File: src/rtl/lts_pkg.sv
package lts_pkg;

  // Control-line codes; link drives idle/hold/xmit, PHY drives grant.
  typedef enum logic [1:0] {
    CTL_IDLE  = 2'b00,
    CTL_HOLD  = 2'b01,
    CTL_XMIT  = 2'b10,
    CTL_GRANT = 2'b11
  } ctl_code_t;

  typedef enum logic [3:0] {
    ST_OFF       = 4'd0,
    ST_PHY_IDLE  = 4'd1,
    ST_TURN      = 4'd2,
    ST_LEAD_IDLE = 4'd3,
    ST_HOLD      = 4'd4,
    ST_SPEED     = 4'd5,
    ST_DATA      = 4'd6,
    ST_GAP_HOLD  = 4'd7,
    ST_REL0      = 4'd8,
    ST_REL1      = 4'd9
  } seq_state_t;

endpackage

File: src/rtl/lts_hold_ctr.sv
module lts_hold_ctr #(
  parameter int MAX_HOLD = 47,
  parameter int REQ_W    = 6
) (
  input  logic             clk,
  input  logic             rst_n,
  input  logic             load_i,
  input  logic             dec_i,
  input  logic [REQ_W-1:0] req_i,
  output logic             nz_o,
  output logic             one_o
);

  localparam int CNT_W = $clog2(MAX_HOLD + 1);
  localparam logic [CNT_W-1:0] CAP = CNT_W'(MAX_HOLD);

  logic [CNT_W-1:0] cnt_q;
  logic [CNT_W-1:0] cnt_d;
  logic             cnt_en;

  // Load the clamped request, or count down while holding.
  always_comb begin
    cnt_d = cnt_q;
    if (load_i) begin
      if (req_i > REQ_W'(MAX_HOLD)) cnt_d = CAP;
      else                          cnt_d = CNT_W'(req_i);
    end else if (dec_i && (cnt_q != '0)) begin
      cnt_d = cnt_q - CNT_W'(1);
    end
  end

  assign cnt_en = load_i | dec_i;

  always_ff @(posedge clk or negedge rst_n) begin
    if (!rst_n)      cnt_q <= '0;
    else if (cnt_en) cnt_q <= cnt_d;
  end

  assign nz_o  = (cnt_q != '0);
  assign one_o = (cnt_q == CNT_W'(1));

  AST_HOLD_CAP: assert property (@(posedge clk) disable iff (!rst_n)
    cnt_q <= CAP);

  AST_HOLD_STEP: assert property (@(posedge clk) disable iff (!rst_n)
    (dec_i && !load_i && nz_o) |=> (cnt_q == $past(cnt_q) - CNT_W'(1)));

endmodule

File: src/rtl/lts_seq_fsm.sv
module lts_seq_fsm
  import lts_pkg::*;
(
  input  logic       clk,
  input  logic       rst_n,
  input  logic [1:0] ctl_i,
  input  logic       lead_idle_i,
  input  logic       hold_req_nz_i,
  input  logic       hold_nz_i,
  input  logic       hold_one_i,
  input  logic       pkt_last_i,
  input  logic       pkt_more_i,
  output seq_state_t state_o
);

  seq_state_t state_q;
  seq_state_t state_d;

  always_comb begin
    state_d = state_q;
    unique case (state_q)
      ST_OFF:       if (ctl_i == CTL_GRANT) state_d = ST_PHY_IDLE;
      ST_PHY_IDLE:  state_d = (ctl_i == CTL_IDLE) ? ST_TURN : ST_OFF;
      ST_TURN: begin
        if (lead_idle_i)        state_d = ST_LEAD_IDLE;
        else if (hold_req_nz_i) state_d = ST_HOLD;
        else                    state_d = ST_SPEED;
      end
      ST_LEAD_IDLE: state_d = hold_nz_i ? ST_HOLD : ST_SPEED;
      ST_HOLD:      if (hold_one_i || !hold_nz_i) state_d = ST_SPEED;
      ST_SPEED:     state_d = ST_DATA;
      ST_DATA:      if (pkt_last_i) state_d = pkt_more_i ? ST_GAP_HOLD : ST_REL0;
      ST_GAP_HOLD:  state_d = ST_SPEED;
      ST_REL0:      state_d = ST_REL1;
      ST_REL1:      state_d = ST_OFF;
      default:      state_d = ST_OFF;
    endcase
  end

  always_ff @(posedge clk or negedge rst_n) begin
    if (!rst_n) state_q <= ST_OFF;
    else        state_q <= state_d;
  end

  assign state_o = state_q;

  AST_SPEED_THEN_DATA: assert property (@(posedge clk) disable iff (!rst_n)
    (state_q == ST_SPEED) |=> (state_q == ST_DATA));

  AST_REL_PAIR: assert property (@(posedge clk) disable iff (!rst_n)
    (state_q == ST_REL0) |=> (state_q == ST_REL1) ##1 (state_q == ST_OFF));

endmodule

File: src/rtl/lts_drive.sv
module lts_drive
  import lts_pkg::*;
#(
  parameter int DATA_W = 8,
  parameter int SPD_W  = 2
) (
  input  logic              clk,
  input  logic              rst_n,
  input  seq_state_t        state_i,
  input  logic              msc_en_i,
  input  logic [SPD_W-1:0]  pkt_spd_i,
  input  logic [DATA_W-1:0] pkt_byte_i,
  output logic [1:0]        ctl_o,
  output logic              bus_oe_o,
  output logic [DATA_W-1:0] d_o,
  output logic              pkt_rd_o
);

  localparam int PAD_W = DATA_W - SPD_W;

  logic [SPD_W-1:0] spd_q;
  logic [SPD_W-1:0] spd_d;
  logic             spd_en;

  // Speed is captured during turnaround and, with multispeed, at each gap.
  always_comb begin
    spd_en = 1'b0;
    spd_d  = spd_q;
    if (state_i == ST_TURN) begin
      spd_en = 1'b1;
      spd_d  = pkt_spd_i;
    end else if ((state_i == ST_GAP_HOLD) && msc_en_i) begin
      spd_en = 1'b1;
      spd_d  = pkt_spd_i;
    end
  end

  always_ff @(posedge clk or negedge rst_n) begin
    if (!rst_n)      spd_q <= '0;
    else if (spd_en) spd_q <= spd_d;
  end

  always_comb begin
    ctl_o    = CTL_IDLE;
    bus_oe_o = 1'b0;
    d_o      = '0;
    pkt_rd_o = 1'b0;
    unique case (state_i)
      ST_LEAD_IDLE, ST_REL0, ST_REL1: begin
        bus_oe_o = 1'b1;
      end
      ST_HOLD: begin
        bus_oe_o = 1'b1;
        ctl_o    = CTL_HOLD;
      end
      ST_GAP_HOLD: begin
        bus_oe_o = 1'b1;
        ctl_o    = CTL_HOLD;
        if (msc_en_i) d_o = {pkt_spd_i, {PAD_W{1'b0}}};
      end
      ST_SPEED: begin
        bus_oe_o = 1'b1;
        ctl_o    = CTL_XMIT;
        d_o      = {spd_q, {PAD_W{1'b0}}};
      end
      ST_DATA: begin
        bus_oe_o = 1'b1;
        ctl_o    = CTL_XMIT;
        d_o      = pkt_byte_i;
        pkt_rd_o = 1'b1;
      end
      default: begin
        bus_oe_o = 1'b0;
      end
    endcase
  end

  AST_GAP_QUIET: assert property (@(posedge clk) disable iff (!rst_n)
    (!msc_en_i && bus_oe_o && (ctl_o == CTL_HOLD)) |-> (d_o == '0));

  AST_SPEED_LOCK: assert property (@(posedge clk) disable iff (!rst_n)
    (!msc_en_i && (state_i == ST_GAP_HOLD)) |=> (spd_q == $past(spd_q)));

endmodule

File: src/rtl/link_tx_seq.sv
module link_tx_seq
  import lts_pkg::*;
#(
  parameter int DATA_W   = 8,
  parameter int SPD_W    = 2,
  parameter int MAX_HOLD = 47,
  parameter int HREQ_W   = 6
) (
  input  logic              clk,
  input  logic              rst_n,
  input  logic [1:0]        ctl_i,
  output logic [1:0]        ctl_o,
  output logic              ctl_oe,
  output logic [DATA_W-1:0] d_o,
  output logic              d_oe,
  input  logic              lead_idle,
  input  logic [HREQ_W-1:0] hold_req,
  input  logic              msc_en,
  input  logic [DATA_W-1:0] pkt_byte,
  input  logic              pkt_last,
  input  logic              pkt_more,
  input  logic [SPD_W-1:0]  pkt_spd,
  output logic              pkt_rd
);

  localparam int RUN_W = $clog2(MAX_HOLD + 2) + 1;

  seq_state_t state;
  logic       hold_nz;
  logic       hold_one;
  logic       bus_oe;

  lts_seq_fsm u_fsm (
    .clk           (clk),
    .rst_n         (rst_n),
    .ctl_i         (ctl_i),
    .lead_idle_i   (lead_idle),
    .hold_req_nz_i (|hold_req),
    .hold_nz_i     (hold_nz),
    .hold_one_i    (hold_one),
    .pkt_last_i    (pkt_last),
    .pkt_more_i    (pkt_more),
    .state_o       (state)
  );

  lts_hold_ctr #(
    .MAX_HOLD (MAX_HOLD),
    .REQ_W    (HREQ_W)
  ) u_hold (
    .clk    (clk),
    .rst_n  (rst_n),
    .load_i (state == ST_TURN),
    .dec_i  (state == ST_HOLD),
    .req_i  (hold_req),
    .nz_o   (hold_nz),
    .one_o  (hold_one)
  );

  lts_drive #(
    .DATA_W (DATA_W),
    .SPD_W  (SPD_W)
  ) u_drive (
    .clk        (clk),
    .rst_n      (rst_n),
    .state_i    (state),
    .msc_en_i   (msc_en),
    .pkt_spd_i  (pkt_spd),
    .pkt_byte_i (pkt_byte),
    .ctl_o      (ctl_o),
    .bus_oe_o   (bus_oe),
    .d_o        (d_o),
    .pkt_rd_o   (pkt_rd)
  );

  assign ctl_oe = bus_oe;
  assign d_oe   = bus_oe;

  // Run length of consecutive driven hold cycles, for checking only.
  logic [RUN_W-1:0] hold_run_q;
  always_ff @(posedge clk or negedge rst_n) begin
    if (!rst_n)                              hold_run_q <= '0;
    else if (ctl_oe && (ctl_o == CTL_HOLD))  hold_run_q <= hold_run_q + RUN_W'(1);
    else                                     hold_run_q <= '0;
  end

  AST_HOLD_RUN: assert property (@(posedge clk) disable iff (!rst_n)
    hold_run_q <= RUN_W'(MAX_HOLD));

  AST_TURN_QUIET: assert property (@(posedge clk) disable iff (!rst_n)
    ((state == ST_OFF) && (ctl_i == CTL_GRANT)) |=> !ctl_oe ##1 !ctl_oe);

  AST_ABORT_OFF: assert property (@(posedge clk) disable iff (!rst_n)
    ((state == ST_PHY_IDLE) && (ctl_i != CTL_IDLE)) |=> !ctl_oe ##1 !ctl_oe);

  AST_LEAD_ONE: assert property (@(posedge clk) disable iff (!rst_n)
    ((state == ST_TURN) && lead_idle) |=> (ctl_oe && (ctl_o == CTL_IDLE)) ##1 (ctl_o != CTL_IDLE));

  AST_SPEED_NO_POP: assert property (@(posedge clk) disable iff (!rst_n)
    (ctl_oe && (ctl_o == CTL_XMIT) && !$past(ctl_oe && (ctl_o == CTL_XMIT))) |-> !pkt_rd);

  AST_CHAIN_GAP: assert property (@(posedge clk) disable iff (!rst_n)
    (pkt_rd && pkt_last && pkt_more) |=> (ctl_oe && (ctl_o == CTL_HOLD))
      ##1 (ctl_oe && (ctl_o == CTL_XMIT) && !pkt_rd));

  AST_MSC_REPEAT: assert property (@(posedge clk) disable iff (!rst_n)
    (msc_en && (state == ST_GAP_HOLD)) |=> (d_o == $past(d_o)));

  AST_RELEASE: assert property (@(posedge clk) disable iff (!rst_n)
    (pkt_rd && pkt_last && !pkt_more) |=> (ctl_oe && (ctl_o == CTL_IDLE))
      ##1 (ctl_oe && (ctl_o == CTL_IDLE)) ##1 (!ctl_oe && !d_oe));

endmodule

File: config.mk
export PLATFORM = sky130hd
export DESIGN_NAME = link_tx_seq
export DESIGN_NICKNAME = d
export VERILOG_FILES = /design/src/rtl/lts_pkg.sv /design/src/rtl/lts_hold_ctr.sv /design/src/rtl/lts_seq_fsm.sv /design/src/rtl/lts_drive.sv /design/src/rtl/link_tx_seq.sv
export SDC_FILE = /design/constraint.sdc
export NUM_CORES = 1
export LEC_CHECK = 0
export CAP_MARGIN = 10
export CORE_ASPECT_RATIO = 1.2
export CORE_MARGIN = 3
export CORE_UTILIZATION = 42
export CTS_BUF_LIST = sky130_fd_sc_hd__clkbuf_8
export DETAILED_ROUTE_END_ITERATION = 7
export PLACE_DENSITY = 0.74
export SYNTH_ARGS = -nofsm -noshare
export SYNTH_HDL_FRONTEND = slang
export SYNTH_HIERARCHICAL = 1
export SYNTH_SLANG_ARGS = --single-unit
File: constraint.sdc
create_clock -name clk -period 5.7 [get_ports clk]
set_input_delay 0.57 -clock clk [delete_from_list [all_inputs] [get_ports clk]]
set_output_delay 0.57 -clock clk [all_outputs]
set_load 0.1 [all_outputs]
# After elaboration in Yosys (flattened, before gate mapping)
# Cells that the tools add are included.
[totals] regBits=12 memories=0 latchBits=0 romBits=0 wordCells=57 mem_bits_rw=0 input_bits=24 out_inout_bits=13
[op_classes] mul=0 shift=0 n_div=0 n_mux=21 add_sub_neg=1 n_lt_le_gt_ge=1 n_eq_ne=14 n_reduce_logical=16 bitwise=1
[op_table] cell="$pmux 4 s9" n=1
[op_table] cell="$pmux 8 s3" n=1
[op_table] cell="$mux 4" n=5
[op_table] cell="$mux 6" n=3
[op_table] cell="$eq 4x3->1 const B" n=4
[op_table] cell="$eq 4x2->1 const B" n=2
[op_table] cell="$eq 4x4->1 const B" n=2
[op_table] cell="$mux 8" n=1
[op_table] cell="$reduce_or 7->1" n=1
[op_table] cell="$eq 6x1->1 const B" n=1
[op_table] cell="$gt 6x6->1 const B" n=1
[op_table] cell="$mux 1" n=6
[op_table] cell="$mux 2" n=3
[op_table] cell="$reduce_bool 6->1" n=1
[op_table] cell="$reduce_or 6->1" n=1
[op_table] cell="$sub 6x1->6 const B" n=1
[op_table] cell="$eq 4x1->1 const B" n=1
[op_table] cell="$logic_not 4->1" n=1
[op_table] cell="$ne 2x2->1 const B" n=2
[op_table] cell="$pmux 2 s2" n=1
[op_table] cell="$reduce_and 2->1" n=2
[op_table] cell="$reduce_bool 2->1" n=2
[op_table] cell="$reduce_or 2->1" n=2
[op_table] cell="$reduce_and 3->1" n=1
[op_table] cell="7 further kinds" n=8

# Longest topological paths before layout
# Gate-level depths: netlist of the first run.
[depth] word_depth=5 depth_mapped=8 ltp_nobuf=8

# Hierarchy
# The synthesis of the first run kept the hierarchy.
[modules_own_cells] mod="lts_hold_ctr" instances=1 cells_each=46 area_per_inst_um2=435.4
[modules_own_cells] mod="lts_seq_fsm" instances=1 cells_each=44 area_per_inst_um2=346.6
[modules_own_cells] mod="lts_drive" instances=1 cells_each=38 area_per_inst_um2=300.3
[modules_own_cells] mod="link_tx_seq" instances=1 cells_each=6 area_per_inst_um2=51.3

# Worst setup path before layout of the first run
# Ideal clock, no wire load.
[synth_timing] kind="reg2out" start="register u_fsm.state_q[1], in the netlist u_fsm/state_o[1]" end="output d_oe" path_buffers=1 t_required_ps=5130 t_arrival_ps=2650 path_slack_ps=2480 path_stages_with_launch=4 cell_sequence="dfrtp_1 > nand2b_1 > o22ai_1 > buf_4"
[synth_between] elab_chain_cells=3 elab_cells_between_ends=9 classes_between="7 x eq/ne; 1 x mux; 1 x reduce/logical"
[synth_rtl] element="from (decl)" line="lts_seq_fsm.sv:16" rtl="seq_state_t state_q;"
[synth_rtl] element="from (signal assigned)" line="lts_seq_fsm.sv:42" rtl="else state_q <= state_d;"
[synth_rtl] element="$eq 4x3->1 (tied with other cells)" line="lts_drive.sv:48" rtl="unique case (state_i)"
[synth_rtl] element="$reduce_or 7->1 (no source line) *"
[synth_rtl] element="$mux 1 *" line="lts_drive.sv:48"
[synth_rtl] element="to (decl)" line="link_tx_seq.sv:15" rtl="output logic d_oe,"
# Every way passes the cells marked *; elsewhere a longest branch is shown, timed or not.

# Final worst setup path of the first run
[layout_timing] start="register u_fsm.state_q[2], in the netlist u_fsm/state_o[2]" end="output d_o[3]"
[layout_between] elab_chain_cells=2 elab_cells_between_ends=4 classes_between="3 x eq/ne; 1 x mux"
[layout_rtl] element="$eq 4x3->1" line="lts_drive.sv:48"
[layout_rtl] element="$pmux 8 s3 *" line="lts_drive.sv:48"
[layout_rtl] element="to (decl)" line="link_tx_seq.sv:14" rtl="output logic [DATA_W-1:0] d_o,"
# Marked as above.

==> results of run 1 <==
==> state kept, by name (all words and copies together), names as in the netlist <==
name / count
u_fsm/state_o: 4
u_hold/cnt_q: 6
u_drive/spd_q: 2
==> cells in the final DEF, fill, tap and decap left out, types with 2 or more instances in the layout <==
master and instances:
clkbuf_8 3, ha_1 3, nand2_1 10, dfrtp_1 12, a221o_1 2, a21oi_1 5, o21ai_1 2, and3_1 3
o21ai_0 5, clkdlybuf4s50_1 36, nor2_1 17, o211ai_1 2, a31oi_1 2, nor4b_2 2, and2_2 6, mux2i_1 2
a2bb2oi_1 3, nand2b_1 4, o21ai_2 2, nor3_1 3, nand3_1 3, nor4b_1 2, o22ai_1 2, inv_1 8
nor3b_1 2, mux2_2 2
==> final cells by class <==
| cell class | count | area [um2] | share of cell area, % |
|---|---|---|---|
| Multi-Input combinational cell | 108 | 765.7 | 49.76 |
| Timing Repair Buffer | 36 | 360.3 | 23.41 |
| Sequential cell | 12 | 300.3 | 19.51 |
| Clock buffer | 3 | 41.29 | 2.683 |
| Tap cell | 33 | 41.29 | 2.683 |
| Inverter | 8 | 30.03 | 1.951 |
==> worst max-delay path, stage by stage, from the launching register on <==
cell,delay (ns)
dfrtp_1,0.74
nand2b_2,0.18
nor3b_4,0.36
and2_2,0.20
clkdlybuf4s50_1,1.13
==> worst paths after layout <==
check	endpoint	cells past startpoint	slack, ns	from
setup / recovery	d_o[3]	4	2.28	u_fsm/state_o[2]$_DFFE_PN0P_
hold / removal	u_drive/spd_q[0]$_DFFE_PN0P_	2	0.57	u_drive/spd_q[0]$_DFFE_PN0P_
setup reg to reg	u_hold/cnt_q[2]$_DFFE_PN0P_	5	3.44	u_fsm/state_o[0]$_DFFE_PN0P_
hold reg to reg	u_drive/spd_q[0]$_DFFE_PN0P_	2	0.57	u_drive/spd_q[0]$_DFFE_PN0P_
max in group asynchronous	u_hold/cnt_q[2]$_DFFE_PN0P_	1	4.63	rst_n
min in group asynchronous	u_hold/cnt_q[3]$_DFFE_PN0P_	1	0.70	rst_n
==> power by group through the flow <==
stage / Clock, mW / Combinational (mW) / Sequential [mW]
6_report: 0.0748 / 0.593 / 0.208
5_1_grt: 0.0831 / 0.636 / 0.215
4_1_cts: 0.0763 / 0.595 / 0.205
3_5_place_dp: 0 / 0.592 / 0.207
3_3_place_gp: 0 / 0.580 / 0.205
2_1_floorplan: 0 / 0.521 / 0.164
==> cell usage after synthesis, drive strengths merged (2+ instances only) <==
cell      n  share of area [%]
nand2b    5                3.0
o22ai     2                1.1
mux2      2                2.0
inv       8                2.6
a31oi     2                1.1
ha        3                3.3
and2      7                4.5
nand2    10                3.3
dfrtp    12                 26
a21oi     5                2.2
a221o     2                1.8
nor4b     5                6.3
and3      4                2.3
o211ai    2                1.3
nor2     17                5.6
nor3      3                1.3
nand3     3                1.3
a2bb2oi   3                2.3
nor3b     4                4.1
mux2i     2                1.8
o31ai     2                1.8
buf       5                3.0
o21ai     9                4.6
or2       2                1.1
==> per-layer routing <==
layer | share of wire, % | up-vias
met5 | 0 | -
met4 | 0.58 | 0
met3 | 7.8 | 4
met2 | 50 | 44
met1 | 41 | 522
li1 | - | 552
==> kinds of logic after synthesis <==
family          share of synthesized area, %
xor+xnor                               1.546
simple gates                           37.20
fa+ha+maj                              3.312
compound gates                         21.74
buf+inv                                5.960
flops                                  26.49
mux                                    3.753
==> per-stage QoR <==
stage                     instances  hold slack (ns)  utilization (%)  worst slack [ns]  area, um2
after detailed placement        197           0.5491            58.68             2.507       1498
after floorplan                 134           0.2744                -             2.480       1134
after CTS                       200           0.5610            60.29             2.275       1539
after global placement          197           0.5527            58.68             2.520       1498
after global routing            200           0.6020            60.29             2.091       1539
final                           200           0.5667            60.29             2.283       1539
==> out/results.ini, run 1 <==
[cts]
cts_buffers = 3
clockRootBuffer = clkbuf_8
insertion_delay_ns = 0.24
cts_resized = 0
clock-sinks = 12
holdBufCountCts = 0
cts_setup_buffers = 0
clk_pin_slew_ns = 0.05
clock_path_buffers = 2
cts_tree = done
htreeDepth = 1

[sta]
fmax_ghz = 0.2926
setup_viol = 0
slew_violations = 0
hold_violations = 0
final.period_utilization_pct = 59.95
clock_skew_ns = 0.002070
setup_tns_ns = 0
worst_pin_slew_ns = 0.9766
rsz0062_at_grt = no
slew_headroom_pct = 34.69
min_period_ns = 3.417

[global_route]
grt_util_met2_pct = 30.67
top_usage_layer = met2
grt_pass1_vias = 1054
grt_first_pass_wirelength_mm = 4.402
antenna_found_initial = 0
grt_max_degree = 22
gr-total-overflow = 0
use_met1_pct = 18.83
track_usage_pct = 16.99
met3_usage_pct = 3.341

[synth]
syn_inst = 134
synth_seq_cells = 12
ys_seq_area_share_pct = 26.49
avgSynthCellArea_um2 = 8.460
ys_types = 52
yosysWarnings = 6
syn_area_um2 = 1134
synthFlopType = dfrtp_1
syn_nets = 161
ys_async_sr_fraction_pct = 100.0
synth_edf_count = 0

[cells_and_area]
diodes = 0
syn2layout_area_growth_pct = 35.76
final_nets = 196
num-fill-cells = 215
drive_gt1_share_pct = 16.17

[pwr]
swShare_pct = 56.72
pwr-share-clk_pct = 8.5
total_power_mw = 0.8760
seqPwrFrac_pct = 23.7
ir_worst_vdd_uv = 377.8
intPower_mw = 0.3791
p_switching_mw = 0.4968
comb_power_share_pct = 67.7
power_density_nw_per_um2 = 569.2
power_leakage_nw = 0.6198

[placement]
dp_hpwl_mm = 2.075
globalplace.congestion = 0.7955
io_buffers = 36

[floorplanning]
die_area_um2 = 3361
die_width_um = 53.43
num_io_pins = 37
coreArea_um2 = 2552
dieHeight_um = 62.91
rows = 20
initial_core_util_pct = 44.41

[critical_path]
crit_required_ns = 5.13
endpoint_kind = output port
cp_max_fo = 21
path_class = reg2out
crit_path_start_kind = flip-flop
crit_arrival_ns = 2.85

[run_status]
status = finished, final reports clean

[drt]
post-route-drc-count = 0
via_per_inst = 5.610
first_pass_iters = 4
drtIter0Drc = 31
drt.antenna.violating_nets = 0
vias = 1122
avgRoutedWirePerCell_um = 13.72
wl_mm = 2.744

[min_path]
hp-class = reg2reg

[run]
cap_violations = 0

(Power assumes the default switching activity.)
==> run 2: changes to the inputs <==
--- a/config.mk
+++ b/config.mk
@@ -11,7 +11,7 @@
 export CORE_UTILIZATION = 42
 export CTS_BUF_LIST = sky130_fd_sc_hd__clkbuf_8
 export DETAILED_ROUTE_END_ITERATION = 7
-export PLACE_DENSITY = 0.74
+export PLACE_DENSITY = 0.77
 export SYNTH_ARGS = -nofsm -noshare
 export SYNTH_HDL_FRONTEND = slang
 export SYNTH_HIERARCHICAL = 1
==> constraint.sdc (replaced) <==
create_clock -name clk -period 3.1 [get_ports clk]
set_input_delay 0.31 -clock clk [delete_from_list [all_inputs] [get_ports clk]]
set_output_delay 0.31 -clock clk [all_outputs]
set_load 0.1 [all_outputs]
==> out/results.ini, run 2 (synthesis results as in run 1) <==
[global_route]
grt_max_degree = 22
track_usage_pct = 16.82
gr-total-overflow = 0
antenna_found_initial = 0
grt_first_pass_wirelength_mm = 4.278
grt_pass1_vias = 995

[drt]
vias = 1092
avgRoutedWirePerCell_um = 13.55
drtIter0Drc = 21
via_per_inst = 5.460
wl_mm = 2.709
drt.antenna.violating_nets = 0
post-route-drc-count = 0
first_pass_iters = 4

[critical_path]
rrSetupSlack_ns = 0.89
crit_required_ns = 2.79
crit_path_start_kind = flip-flop
crit_arrival_ns = 2.00
endpoint_kind = output port
r2r_cells = 5
path_class = reg2out
cp_max_fo = 21
r2r_end = u_hold/cnt_q[2]$_DFFE_PN0P_
reg2reg_from = u_fsm/state_o[1]$_DFFE_PN0P_

[cells_and_area]
regMostFlops = u_hold/cnt_q
mostFrequentLayoutCells = 23 x clkdlybuf4s50_1, 17 x nor2_1, 13 x buf_4
final_common_cell = clkdlybuf4s50_1
num-fill-cells = 246
largest_register_ffs = 6
final_core_util_pct = 59.02
instances_no_fill = 200
drive_gt1_share_pct = 23.95
diodes = 0
syn2layout_area_growth_pct = 32.89
final_nets = 196

[sta]
final.period_utilization_pct = 74.41
slew_violations = 0
slew_headroom_pct = 54.93
min_period_ns = 2.307
hold_violations = 0
setup_tns_ns = 0
fmax_ghz = 0.4335
worst_pin_slew_ns = 0.6743
setup_viol = 0
rsz0062_at_grt = no
clock_skew_ns = 0.004124

[floorplanning]
num_io_pins = 37
rows = 20
initial_core_util_pct = 44.41
coreArea_um2 = 2552
die_area_um2 = 3361
dieHeight_um = 62.91
die_width_um = 53.43

[pwr]
power_leakage_nw = 0.6422
total_power_mw = 1.590
power_density_nw_per_um2 = 1055
ir_worst_vdd_uv = 1031

[placement]
globalplace.congestion = 0.9142
dp_hpwl_mm = 2.134
placedCellCount = 197
io_buffers = 36

[run]
cap_violations = 0

[cts]
cts_resized = 0
cts_setup_buffers = 0
clock-sinks = 12
clock_path_buffers = 2
cts_tree = done
clockRootBuffer = clkbuf_8
cts_buffers = 3
clk_pin_slew_ns = 0.05
insertion_delay_ns = 0.24
htreeDepth = 1
holdBufCountCts = 0

[run_status]
status = finished, final reports clean

[min_path]
hp-class = in2async

run 2: changes by cell type in the layout (fill, tap and decap cells not counted), sizes merged:
cell and change:
clkdlybuf4s50 -13, buf +13
run 2: worst max path at each step:
stage | depth (start not counted) | endpoint | startpoint | slack [ns]
after floorplan | 3 | d_oe | u_fsm/state_o[1]$_DFFE_PN0P_ | 0.14
after global placement | 5 | u_hold/cnt_q[2]$_DFFE_PN0P_ | u_fsm/state_o[0]$_DFFE_PN0P_ | 0.93
after detailed placement | 5 | u_hold/cnt_q[2]$_DFFE_PN0P_ | u_fsm/state_o[1]$_DFFE_PN0P_ | 0.91
after CTS | 4 | d_o[7] | u_fsm/state_o[2]$_DFFE_PN0P_ | 0.78
after global routing | 4 | d_o[7] | u_fsm/state_o[2]$_DFFE_PN0P_ | 0.60
final | 4 | d_o[7] | u_fsm/state_o[2]$_DFFE_PN0P_ | 0.79
run 2: cell type report:
cell class	instances	area, um2	share of cell area [%]
sequential	12	300.3	19.93
multi-input combinational	108	765.7	50.83
clock buffer	3	41.29	2.741
inverter	8	30.03	1.993
tap	33	41.29	2.741
timing repair buffer	36	327.8	21.76
run 2: stage by stage:
stage          worst slack (ns)  hold slack (ns)  area, um2
6_report                 0.7931           0.4369       1506
5_1_grt                  0.6024           0.4795       1506
4_1_cts                  0.7755           0.4552       1506
3_5_place_dp             0.9124           0.5463       1465
3_3_place_gp             0.9262           0.5503       1465
2_1_floorplan            0.1399          0.01441       1134
run 2: worst max-delay path: stages, from the launching register on:
cell and delay (ns):
dfrtp_1 0.71, nand2b_2 0.17, nor3b_1 0.37, a221o_1 0.22
buf_4 0.28
run 2: power by group:
group	internal (mW)	switching, mW	total [mW]
logic	0.368	0.704	1.07
clock network	0.0855	0.0558	0.141
registers	0.224	0.152	0.376
run 2: layer usage:
layer  share of wire (%)  GRT usage [%]
met2                  48          28.07
met4                 1.3          6.709
met1                  43          20.39
met3                 8.0          3.341
met5                   0              0
